<file path="config.mk">
export PLATFORM = sky130hd
export DESIGN_NAME = gdrv_sequencer
export DESIGN_NICKNAME = d
export VERILOG_FILES = /design/src/rtl/gdrv_pkg.sv /design/src/rtl/gdrv_sync.sv /design/src/rtl/gdrv_mid_timer.sv /design/src/rtl/gdrv_gap_timer.sv /design/src/rtl/gdrv_sequencer.sv
export SDC_FILE = /design/constraint.sdc
export NUM_CORES = 1
export LEC_CHECK = 0
export ABC_CLOCK_PERIOD_IN_PS = 2400
export BUFFER_PORTS_ARGS = -buffer_cell sky130_fd_sc_hd__clkbuf_2
export CORE_MARGIN = 3
export CORE_UTILIZATION = 55
export CTS_BUF_LIST = sky130_fd_sc_hd__clkbuf_8
export DETAILED_ROUTE_END_ITERATION = 6
export PLACE_DENSITY = 0.85
export SYNTH_ARGS = -nofsm -noshare
export SYNTH_HDL_FRONTEND = slang
export SYNTH_SLANG_ARGS = --single-unit
</file>
<file path="constraint.sdc">
create_clock -name clk -period 2.4 [get_ports clk]
set_input_delay 0.48 -clock clk [delete_from_list [all_inputs] [get_ports clk]]
set_output_delay 0.48 -clock clk [all_outputs]
set_load 0.05 [all_outputs]
</file>
<file path="src/rtl/gdrv_pkg.sv">
package gdrv_pkg;

  typedef enum logic [2:0] {
    ST_OFF         = 3'd0,
    ST_LS_ON       = 3'd1,
    ST_WAIT_LS_OFF = 3'd2,
    ST_HS_ON       = 3'd3,
    ST_WAIT_HS_OFF = 3'd4,
    ST_SLEEP       = 3'd5
  } gdrv_state_e;

  typedef enum logic [1:0] {
    CMD_MID  = 2'd0,
    CMD_HIGH = 2'd1,
    CMD_LOW  = 2'd2
  } gdrv_cmd_e;

  // Two threshold flags: exactly one set is a firm level, otherwise midlevel.
  function automatic gdrv_cmd_e decode_cmd(input logic above, input logic below);
    if (above && !below) return CMD_HIGH;
    if (below && !above) return CMD_LOW;
    return CMD_MID;
  endfunction

  // True when the cycle being counted now is the lim-th one.
  function automatic logic count_reached(input int cnt, input int lim);
    return (cnt + 1) >= lim;
  endfunction

endpackage

</file>
<file path="src/rtl/gdrv_sync.sv">
module gdrv_sync #(
  parameter int WIDTH  = 1,
  parameter int STAGES = 2
) (
  input  logic             clk,
  input  logic             rst_n,
  input  logic [WIDTH-1:0] d,
  output logic [WIDTH-1:0] q
);

  for (genvar i = 0; i < WIDTH; i++) begin : g_bit
    logic [STAGES-1:0] chain;
    always_ff @(posedge clk or negedge rst_n) begin
      if (!rst_n) chain <= '0;
      else        chain <= {chain[STAGES-2:0], d[i]};
    end
    assign q[i] = chain[STAGES-1];
  end

endmodule

</file>
<file path="src/rtl/gdrv_mid_timer.sv">
module gdrv_mid_timer
  import gdrv_pkg::*;
#(
  parameter int HOLD_CYC = 15
) (
  input  logic clk,
  input  logic rst_n,
  input  logic mid_now,
  output logic expired
);

  localparam int CW = $clog2(HOLD_CYC + 1);
  localparam logic [CW-1:0] CNT_TOP = CW'(HOLD_CYC);

  logic [CW-1:0] cnt_q;

  always_ff @(posedge clk or negedge rst_n) begin
    if (!rst_n)            cnt_q <= '0;
    else if (!mid_now)     cnt_q <= '0;
    else if (cnt_q != CNT_TOP) cnt_q <= cnt_q + CW'(1);
  end

  assign expired = mid_now && count_reached(int'(cnt_q), HOLD_CYC);

  if (HOLD_CYC > 1) begin : g_chk
    // A freshly started midlevel must not expire on its first cycle.
    assert_no_early_expire_R3: assert property (@(posedge clk) disable iff (!rst_n)
      (mid_now && !$past(mid_now)) |-> !expired);
  end

endmodule

</file>
<file path="src/rtl/gdrv_gap_timer.sv">
module gdrv_gap_timer
  import gdrv_pkg::*;
#(
  parameter int DEAD_CYC = 2,
  parameter int TMO_CYC  = 32
) (
  input  logic clk,
  input  logic rst_n,
  input  logic waiting,
  input  logic restart,
  output logic dead_ok,
  output logic timed_out,
  output logic [$clog2(TMO_CYC+1)-1:0] gap_cnt
);

  localparam int CW = $clog2(TMO_CYC + 1);
  localparam logic [CW-1:0] CNT_TOP = CW'(TMO_CYC);

  logic [CW-1:0] cnt_q;

  always_ff @(posedge clk or negedge rst_n) begin
    if (!rst_n)                cnt_q <= '0;
    else if (restart || !waiting) cnt_q <= '0;
    else if (cnt_q != CNT_TOP) cnt_q <= cnt_q + CW'(1);
  end

  assign dead_ok   = waiting && count_reached(int'(cnt_q), DEAD_CYC);
  assign timed_out = waiting && count_reached(int'(cnt_q), TMO_CYC);
  assign gap_cnt   = cnt_q;

  // Timeout can only be reported once the dead-time window has passed.
  assert_tmo_after_dead_R12: assert property (@(posedge clk) disable iff (!rst_n)
    timed_out |-> dead_ok);

endmodule

</file>
<file path="src/rtl/gdrv_sequencer.sv">
module gdrv_sequencer
  import gdrv_pkg::*;
#(
  parameter int MID_HOLD_CYC  = 15,
  parameter int DEAD_MIN_CYC  = 2,
  parameter int SENSE_TMO_CYC = 32,
  parameter int SYNC_STAGES   = 2
) (
  input  logic clk,
  input  logic rst_n,
  input  logic cmd_hi_flag,
  input  logic cmd_lo_flag,
  input  logic supply_ok,
  input  logic cont_mode,
  input  logic zero_cross,
  input  logic hs_off_sense,
  input  logic ls_off_sense,
  input  logic over_temp,
  output logic hs_gate_en,
  output logic ls_gate_en,
  output logic sense_fault
);

  localparam int NUM_IN = 8;
  localparam int GW = $clog2(SENSE_TMO_CYC + 1);

  // ---- synchronised inputs ----
  logic [NUM_IN-1:0] raw_vec, syn_vec;
  assign raw_vec = {over_temp, zero_cross, cont_mode, supply_ok,
                    ls_off_sense, hs_off_sense, cmd_lo_flag, cmd_hi_flag};

  gdrv_sync #(.WIDTH(NUM_IN), .STAGES(SYNC_STAGES)) u_sync (
    .clk(clk), .rst_n(rst_n), .d(raw_vec), .q(syn_vec));

  logic hi_s, lo_s, hs_off_s, ls_off_s, supply_s, cont_s, zc_s, ot_s;
  assign {ot_s, zc_s, cont_s, supply_s, ls_off_s, hs_off_s, lo_s, hi_s} = syn_vec;

  gdrv_cmd_e cmd;
  logic cmd_high, cmd_low, cmd_mid;
  assign cmd      = decode_cmd(hi_s, lo_s);
  assign cmd_high = (cmd == CMD_HIGH);
  assign cmd_low  = (cmd == CMD_LOW);
  assign cmd_mid  = (cmd == CMD_MID);

  // ---- state ----
  gdrv_state_e st_q, st_d;
  logic lock_q, fault_q;
  logic lock_set, lock_clr, fault_set;

  // ---- timers ----
  logic mid_expired, dead_ok, timed_out, in_wait;
  logic [GW-1:0] gap_cnt;

  gdrv_mid_timer #(.HOLD_CYC(MID_HOLD_CYC)) u_mid (
    .clk(clk), .rst_n(rst_n), .mid_now(cmd_mid), .expired(mid_expired));

  assign in_wait = (st_q == ST_WAIT_LS_OFF) || (st_q == ST_WAIT_HS_OFF);

  gdrv_gap_timer #(.DEAD_CYC(DEAD_MIN_CYC), .TMO_CYC(SENSE_TMO_CYC)) u_gap (
    .clk(clk), .rst_n(rst_n), .waiting(in_wait), .restart(st_d != st_q),
    .dead_ok(dead_ok), .timed_out(timed_out), .gap_cnt(gap_cnt));

  // ---- named internal events ----
  logic hold_off, ls_allowed, trunc_evt, hs_turn_on, ls_turn_on;
  assign hold_off   = !supply_s || ot_s || fault_q;
  assign ls_allowed = cont_s || !lock_q;
  assign trunc_evt  = !cont_s && zc_s;
  assign hs_turn_on = (st_d == ST_HS_ON) && (st_q != ST_HS_ON);
  assign ls_turn_on = (st_d == ST_LS_ON) && (st_q != ST_LS_ON);

  always_comb begin
    st_d      = st_q;
    lock_set  = 1'b0;
    lock_clr  = 1'b0;
    fault_set = 1'b0;
    if (hold_off) begin
      st_d = ST_OFF;
    end else if (mid_expired) begin
      st_d = ST_SLEEP;
    end else begin
      case (st_q)
        ST_OFF, ST_SLEEP: begin
          if (cmd_high)                      st_d = ST_WAIT_LS_OFF;
          else if (cmd_low && ls_allowed)    st_d = ST_WAIT_HS_OFF;
        end
        ST_LS_ON: begin
          if (cmd_high) st_d = ST_WAIT_LS_OFF;
          else if (trunc_evt) begin
            st_d     = ST_OFF;
            lock_set = 1'b1;
          end
        end
        ST_WAIT_LS_OFF: begin
          if (!cmd_high)                 st_d = ST_OFF;
          else if (ls_off_s && dead_ok)  st_d = ST_HS_ON;
          else if (timed_out && !ls_off_s) begin
            st_d      = ST_OFF;
            fault_set = 1'b1;
          end
        end
        ST_HS_ON: begin
          if (cmd_low) begin
            st_d     = ST_WAIT_HS_OFF;
            lock_clr = 1'b1;
          end
        end
        ST_WAIT_HS_OFF: begin
          if (!(cmd_low && ls_allowed))  st_d = ST_OFF;
          else if (hs_off_s && dead_ok)  st_d = ST_LS_ON;
          else if (timed_out && !hs_off_s) begin
            st_d      = ST_OFF;
            fault_set = 1'b1;
          end
        end
        default: st_d = ST_OFF;
      endcase
    end
  end

  always_ff @(posedge clk or negedge rst_n) begin
    if (!rst_n) begin
      st_q    <= ST_OFF;
      lock_q  <= 1'b0;
      fault_q <= 1'b0;
    end else begin
      st_q    <= st_d;
      fault_q <= fault_q || fault_set;
      if (cont_s || lock_clr) lock_q <= 1'b0;
      else if (lock_set)      lock_q <= 1'b1;
    end
  end

  assign hs_gate_en  = (st_q == ST_HS_ON);
  assign ls_gate_en  = (st_q == ST_LS_ON);
  assign sense_fault = fault_q;

  // ---- assertions ----
  assert_no_overlap_R5: assert property (@(posedge clk) disable iff (!rst_n)
    !(hs_gate_en && ls_gate_en));

  assert_hs_sense_gate_R6: assert property (@(posedge clk) disable iff (!rst_n)
    $rose(hs_gate_en) |-> $past(ls_off_s) && !$past(ls_gate_en));

  assert_ls_sense_gate_R6: assert property (@(posedge clk) disable iff (!rst_n)
    $rose(ls_gate_en) |-> $past(hs_off_s) && !$past(hs_gate_en));

  assert_hs_dead_min_R7: assert property (@(posedge clk) disable iff (!rst_n)
    $rose(hs_gate_en) |-> (int'($past(gap_cnt)) + 1 >= DEAD_MIN_CYC));

  assert_ls_dead_min_R7: assert property (@(posedge clk) disable iff (!rst_n)
    $rose(ls_gate_en) |-> (int'($past(gap_cnt)) + 1 >= DEAD_MIN_CYC));

  assert_supply_hold_R8: assert property (@(posedge clk) disable iff (!rst_n)
    !supply_s |=> (!hs_gate_en && !ls_gate_en));

  assert_trunc_ls_off_R10: assert property (@(posedge clk) disable iff (!rst_n)
    (ls_gate_en && !cont_s && zc_s) |=> !ls_gate_en);

  assert_overtemp_hold_R11: assert property (@(posedge clk) disable iff (!rst_n)
    ot_s |=> (!hs_gate_en && !ls_gate_en));

  assert_fault_sticky_R12: assert property (@(posedge clk) disable iff (!rst_n)
    $past(sense_fault) |-> (sense_fault && !hs_gate_en && !ls_gate_en));

endmodule

</file>
Yosys cells after proc, flatten, opt, wreduce, memory -nomap -nowiden

Index checks and enable logic that the tools add are counted.

Word-level logic and storage cells: 107
Register bits: 31
Output and inout port bits: 3
Input bits: 10

Add/sub/neg operators: 4
Reductions and logical operators: 31
Muxes and demuxes: 45
Order comparisons: 3
Eq/ne operators: 11

Operators with widths:

| operator                                                           | number |
|---|---|
| 2-to-1 mux 3 bit                                                   | 13 |
| greater-or-equal comparator 32 x 3 -> 1 bit, second input constant | 1 |
| greater-or-equal comparator 32 x 5 -> 1 bit, second input constant | 1 |
| greater-or-equal comparator 32 x 7 -> 1 bit, second input constant | 1 |
| 2-to-1 mux 1 bit                                                   | 22 |
| one-hot mux 3 bit (5 select lines)                                 | 1 |
| 2-to-1 mux 6 bit                                                   | 2 |
| logical AND 1 bit                                                  | 11 |
| logical NOT 1 bit                                                  | 8 |
| 2-to-1 mux 2 bit                                                   | 4 |
| 2-to-1 mux 4 bit                                                   | 2 |
| adder 6 x 1 -> 7 bit, second input constant                        | 1 |
| logical OR 1 bit                                                   | 7 |
| adder 6 x 1 -> 6 bit, second input constant                        | 1 |
| == test 3 x 2 -> 1 bit, second input constant                      | 2 |
| == test 3 bit, second input constant                               | 2 |
| != test 6 bit, second input constant                               | 1 |
| adder 4 x 1 -> 5 bit, second input constant                        | 1 |
| adder 4 x 1 -> 4 bit, second input constant                        | 1 |
| != test 4 bit, second input constant                               | 1 |
| nonzero test 2 bit                                                 | 2 |
| == test 3 x 1 -> 1 bit, second input constant                      | 1 |
| logical NOT 3 bit                                                  | 1 |
| != test 3 bit                                                      | 1 |
| 6 further kinds                                                    | 6 |

Longest topological paths before layout

Depth after elaboration: 16
Gate-level depth with buffers: 8

Cells and area by module

A second synthesis with hierarchy kept.

Cell total of the unflattened synthesis: 156
Area total of the unflattened synthesis: 1594.0 sq um

Modules (own cells, without submodules):

| module         | times used | sequential area each (sq um) | cells an instance | area an instance (sq um) |
|---|---|---|---|---|
| gdrv_sequencer | 1          | 125.1                        | 66                | 513.0 |
| gdrv_sync      | 1          | 400.4                        | 24                | 460.4 |
| gdrv_gap_timer | 1          | 150.1                        | 42                | 386.6 |
| gdrv_mid_timer | 1          | 100.1                        | 24                | 234.0 |

Worst setup path after synthesis

No wires, ideal clock.

Path kind: reg2reg
From: reg u_gap.cnt_q[0] (netlist: u_gap.gap_cnt[0])
To: reg u_gap.cnt_q[2] (netlist: u_gap.gap_cnt[2])
Stages on the path, launching flop included: 9
Required time: 2.261 ns
Setup time: 0.139 ns
Slack: 0.085 ns
Period minus slack after synthesis: 2.315 ns
Path buffers: 0
Arrival time: 2.176 ns
Path through: dfrtp_1 -> inv_1 -> ha_1 -> or2_1 -> or4b_4 -> o31ai_1 -> a211oi_1 -> nor4_2 -> nor3_1

Longest elaborated chain between the ends: 13
Elaborated cells on any way between the ends: 25

RTL lines:

| element                                                | RTL line                                    | RTL |
|---|---|---|
| start: declaration                                     | gdrv_gap_timer.sv:19                        | `logic [CW-1:0] cnt_q;` |
| start signal: assignment                               | gdrv_gap_timer.sv:24                        | `else if (cnt_q != CNT_TOP) cnt_q <= cnt_q + CW'(1);` |
| adder 6 x 1 -> 7 bit                                   | gdrv_pkg.sv:27                              | `return (cnt + 1) >= lim;` |
| greater-or-equal comparator 32 x 7 -> 1 bit            | gdrv_pkg.sv:27                              |  |
| logical AND 1 bit                                      | gdrv_gap_timer.sv:28                        | `assign timed_out = waiting && count_reached(int'(cnt_q), TMO_CYC);` |
| logical AND 1 bit (on tied branches)                   | gdrv_sequencer.sv:110, gdrv_sequencer.sv:96 |  |
| 2-to-1 mux 3 bit (on tied branches)                    | gdrv_sequencer.sv:110, gdrv_sequencer.sv:96 |  |
| 2-to-1 mux 3 bit (on tied branches)                    | gdrv_sequencer.sv:109, gdrv_sequencer.sv:95 |  |
| 2-to-1 mux 3 bit (on tied branches)                    | gdrv_sequencer.sv:108, gdrv_sequencer.sv:94 |  |
| one-hot mux 3 bit (5 select lines)                     | gdrv_sequencer.sv:81                        | `case (st_q)` |
| 2-to-1 mux 3 bit                                       | gdrv_sequencer.sv:78                        | `end else if (mid_expired) begin` |
| 2-to-1 mux 3 bit                                       | gdrv_sequencer.sv:76                        | `if (hold_off) begin` |
| != test 3 bit                                          | gdrv_sequencer.sv:60                        | `.clk(clk), .rst_n(rst_n), .waiting(in_wait), .restart(st_d != st_q),` |
| logical OR 1 bit                                       | gdrv_gap_timer.sv:23                        | `else if (restart \|\| !waiting) cnt_q <= '0;` |
| 2-to-1 mux 6 bit or nonzero test 2 bit (tied branches) | -                                           |  |

Several ways; a longest one is shown, not always the timed one. The select of a mux whose other input is x is not followed.
A chain may end at the register's enable or synchronous reset.

Worst setup path in the final report

From: reg u_gap.cnt_q[0] (netlist: u_gap.gap_cnt[0])
To: reg u_gap.cnt_q[0] (netlist: u_gap.gap_cnt[0])

The elaborated chain is that of the path after synthesis.

==> flow_metrics.env <==
export IMPL_status="finished clean"
export IMPL_cp_buffers_inverters=2
export IMPL_ctsRootBufferMaster="sky130_fd_sc_hd__clkbuf_8"
export IMPL_clk_path_buf_depth=2
export IMPL_cp_cell_sequence="inv_1 > ha_1 > or2_4 > or4b_4 > o311a_4 > nor4_4 > nor4_2 > buf_4 > nor4_1"
export IMPL_finalHoldViolations=0
export IMPL_die_h_um=59.0
export IMPL_unrepaired_setup_endpoints_after_global_routing="yes"
export IMPL_worstMarginPinSlew_ns=0.748
export IMPL_timing_worst_setup_path_type="flip-flop to flip-flop"
export IMPL_yosys_warnings=0
export IMPL_pwr_share_comb=0.090
export IMPL_cts_max_level=2
export IMPL_core_rowCount=18
export IMPL_worst_slew_margin_rel=0.501
export IMPL_post_synthesis_register_bit_count=31
export IMPL_post_synth_instance_area_um2=1550
export IMPL_finalWeightedCongestion=0.920
export IMPL_design_power_total_mw=1.03
export IMPL_reg2reg_setup_slack_ns=0.01
export IMPL_drt_wirelength_per_cell_um=15.6
export IMPL_tightest_hold_check_type="primary input to async pin"
export IMPL_peakVddDrop_v=0.000621
export IMPL_critPathRequiredTime_ns=2.57
export IMPL_yosys_most_used_dff="sky130_fd_sc_hd__dfrtp_1"
export IMPL_crit_path_max_fanout=5
export IMPL_track_usage=0.206
export IMPL_postLayoutSetupSlackWorst_ns=0.0148
export IMPL_globalRouteOverflowTotal=0
export IMPL_crit_arrival_ns=2.56
export IMPL_seq_power_share=0.554
export IMPL_setup_worst_path_end_class="flip-flop"
export IMPL_leakage_nw=0.812
export IMPL_path_clk_slew_ns=0.06
export IMPL_internal_power_mw=0.779
export IMPL_switching_share=0.242
export IMPL_post_synthesis_net_count=164
export IMPL_first_global_vias=1161
export IMPL_layout_drive_gt1_share=0.224
export IMPL_ys_top_cells_by_area="sky130_fd_sc_hd__dfrtp_1, sky130_fd_sc_hd__ha_1, sky130_fd_sc_hd__nand2_1"
export IMPL_post_synth_top_count_cell="sky130_fd_sc_hd__dfrtp_1"
export IMPL_numCtsBuffers=5
export IMPL_cap_viol_max_count=0
export IMPL_io_buffers=12
export IMPL_insertion_delay_ns=0.28
export IMPL_antenna_found_initial=0
export IMPL_synth_cell_types=47
export IMPL_place_ws_ns=-0.0178
export IMPL_core_area_um2=2570
export IMPL_final_antenna_net_count=0
export IMPL_antenna_cells=0
export IMPL_power_net_switching_mw=0.249
export IMPL_yosysSeqAreaShare=0.501
export IMPL_finalSetupViolCount=0
export IMPL_layout_min_cycle_time_ns=2.39
export IMPL_cpMaxStageDelayCell="sky130_fd_sc_hd__or4b_4"
export IMPL_critical_path_max_stage_delay_ns=0.51
export IMPL_synthesis_area_per_instance_um2=10.5
export IMPL_clock_tree_from_tritoncts="done"
export IMPL_clock_sink_count=31
export IMPL_drt_iter0_markers=79
export IMPL_start_kind="flip-flop"
export IMPL_synthCells=147
export IMPL_synth_edff_count=0
export IMPL_finalWirelength_mm=3.11
export IMPL_layout_area_overhead_vs_synth_pct=15.8
export IMPL_hpwl_mm=2.21
export IMPL_pwr_density_cell_nw_per_um2=573
export IMPL_synth_commonest_cells="sky130_fd_sc_hd__dfrtp_1, sky130_fd_sc_hd__nand2_1, sky130_fd_sc_hd__nor2_1, sky130_fd_sc_hd__inv_1, sky130_fd_sc_hd__ha_1"
export IMPL_maxClockFrequency_mhz=419
export IMPL_pwr_share_clk=0.356
export IMPL_worst_path_dominant_cell_family="simple AND/OR/NAND/NOR gates"
export IMPL_grt_first_pass_wirelength_mm=5.20
export IMPL_initial_utilization=0.603
export IMPL_avgViaCountPerCell=6.12
export IMPL_hold_worst_slack_ns=0.267
export IMPL_synth_top_area_share=0.501
export IMPL_remaining_drc_errors=0
export IMPL_timing_max_transition_violations_final=0
export IMPL_dr_pass1_iters=4
export IMPL_chipWidth_um=59.0
export IMPL_synth_largest_area_cell="sky130_fd_sc_hd__dfrtp_1"
export IMPL_ys_async_sr_fraction=1.00
export IMPL_num_vias=1223
export IMPL_fillerInstances=189
export IMPL_design_final_nets=186
export IMPL_post_route_skew_ns=0.00553
export IMPL_maximum_number_of_pins_on_one_net_before_global_route_repair=32
export IMPL_ioPinCount=13
export IMPL_final_period_utilization=0.994
export IMPL_area_of_the_die_um2=3490
==> final cells by class <==
cell class                      instances  area [um^2]  share of cell area
Inverter                                8         30.0              0.0167
Timing Repair Buffer                   17         97.6              0.0544
Clock buffer                            5         68.8              0.0384
Clock inverter                          3         12.5             0.00698
Tap cell                               30         37.5              0.0209
Sequential cell                        31          776               0.433
Multi-Input combinational cell        106          771               0.430
==> worst register-to-register path: stages (launching register included) <==
cell	delay, ns
sky130_fd_sc_hd__dfrtp_1	0.37
sky130_fd_sc_hd__inv_1	0.05
sky130_fd_sc_hd__ha_1	0.30
sky130_fd_sc_hd__or2_4	0.28
sky130_fd_sc_hd__or4b_4	0.51
sky130_fd_sc_hd__o311a_4	0.16
sky130_fd_sc_hd__nor4_4	0.18
sky130_fd_sc_hd__nor4_2	0.06
sky130_fd_sc_hd__buf_4	0.17
sky130_fd_sc_hd__nor4_1	0.22
==> worst paths after layout <==
check | startpoint | to | cells past startpoint
max reg2reg | u_gap.gap_cnt[0] | u_gap.gap_cnt[0] | 9
min reg2reg | u_sync.g_bit[4].chain[0] | u_sync.g_bit[4].chain[1] | 0
max | u_gap.gap_cnt[0] | u_gap.gap_cnt[0] | 9
min in group clk | cont_mode | u_sync.g_bit[5].chain[0] | 1
min | rst_n | u_gap.gap_cnt[1] | 1
max in group asynchronous | rst_n | u_sync.g_bit[4].chain[0] | 1
==> metrics by stage <==
| step | util | setup TNS [ns] | cells | area, um^2 |
|---|---|---|---|---|
| after floorplan | - | 0 | 147 | 1550 |
| after global placement | 0.645 | 0 | 190 | 1660 |
| after detailed placement | 0.645 | -0.0418 | 190 | 1660 |
| after CTS | 0.689 | 0 | 200 | 1770 |
| after global routing | 0.698 | -0.188 | 200 | 1790 |
| final | 0.698 | 0 | 200 | 1790 |
==> registers in the layout, indices dropped and copies added, names as in the netlist <==
signal	count
u_gap.gap_cnt	6
u_sync.g_bit.chain	16
sense_fault	1
u_mid.cnt_q	4
st_q	3
lock_q	1
==> metal layers <==
metal	global-route usage	routed length, um	share of wire	vias to the layer above
met5	0	0	0	-
met4	0.104	108	0.035	0
met3	0.0937	274	0.088	14
met2	0.292	1360	0.44	61
met1	0.266	1370	0.44	574
li1	-	-	-	574
==> power by group through the flow <==
stage                     Sequential [mW]  Clock (mW)  Combinational, mW
after floorplan                     0.576           0             0.0562
after global placement              0.575           0             0.0869
after detailed placement            0.577           0             0.0910
after CTS                           0.568       0.385             0.0922
after global routing                0.572       0.410              0.105
final                               0.569       0.366             0.0929
==> cells in the final DEF, fill, tap and decap left out, types with 3 or more instances in the layout <==
master and n:
sky130_fd_sc_hd__dfrtp_1 31, sky130_fd_sc_hd__nand2_1 13, sky130_fd_sc_hd__clkbuf_2 12, sky130_fd_sc_hd__inv_1 9
sky130_fd_sc_hd__nor2_1 9, sky130_fd_sc_hd__ha_1 7, sky130_fd_sc_hd__nor3_1 5, sky130_fd_sc_hd__and2_1 5
sky130_fd_sc_hd__o21ai_0 5, sky130_fd_sc_hd__clkbuf_8 5, sky130_fd_sc_hd__buf_4 5, sky130_fd_sc_hd__nand3_1 4
sky130_fd_sc_hd__nor4_2 4, sky130_fd_sc_hd__nand2b_1 3, sky130_fd_sc_hd__a31oi_1 3, sky130_fd_sc_hd__a21oi_1 3
sky130_fd_sc_hd__nand3b_1 3, sky130_fd_sc_hd__xnor2_1 3
==> cell families (layout without fill, tap and decap cells) <==
logic type	after synthesis	in the layout	synth area share
buf+inv	10	33	0.0267
other cells	1	1	0.00242
flops	31	31	0.501
fa+ha+maj	7	7	0.0566
simple gates	64	64	0.238
xor+xnor	5	5	0.0283
compound gates	29	29	0.146
==> timing repair <==
action                                  in CTS  in global routing
endpoints found under the hold margin        0                  0
endpoints found under the setup margin       5                  5
hold buffers                                 0                  0
pin swaps                                    1                  0
resized for setup                            2                  5
buffers inserted                             2                  0
(Power assumes the default switching activity.)
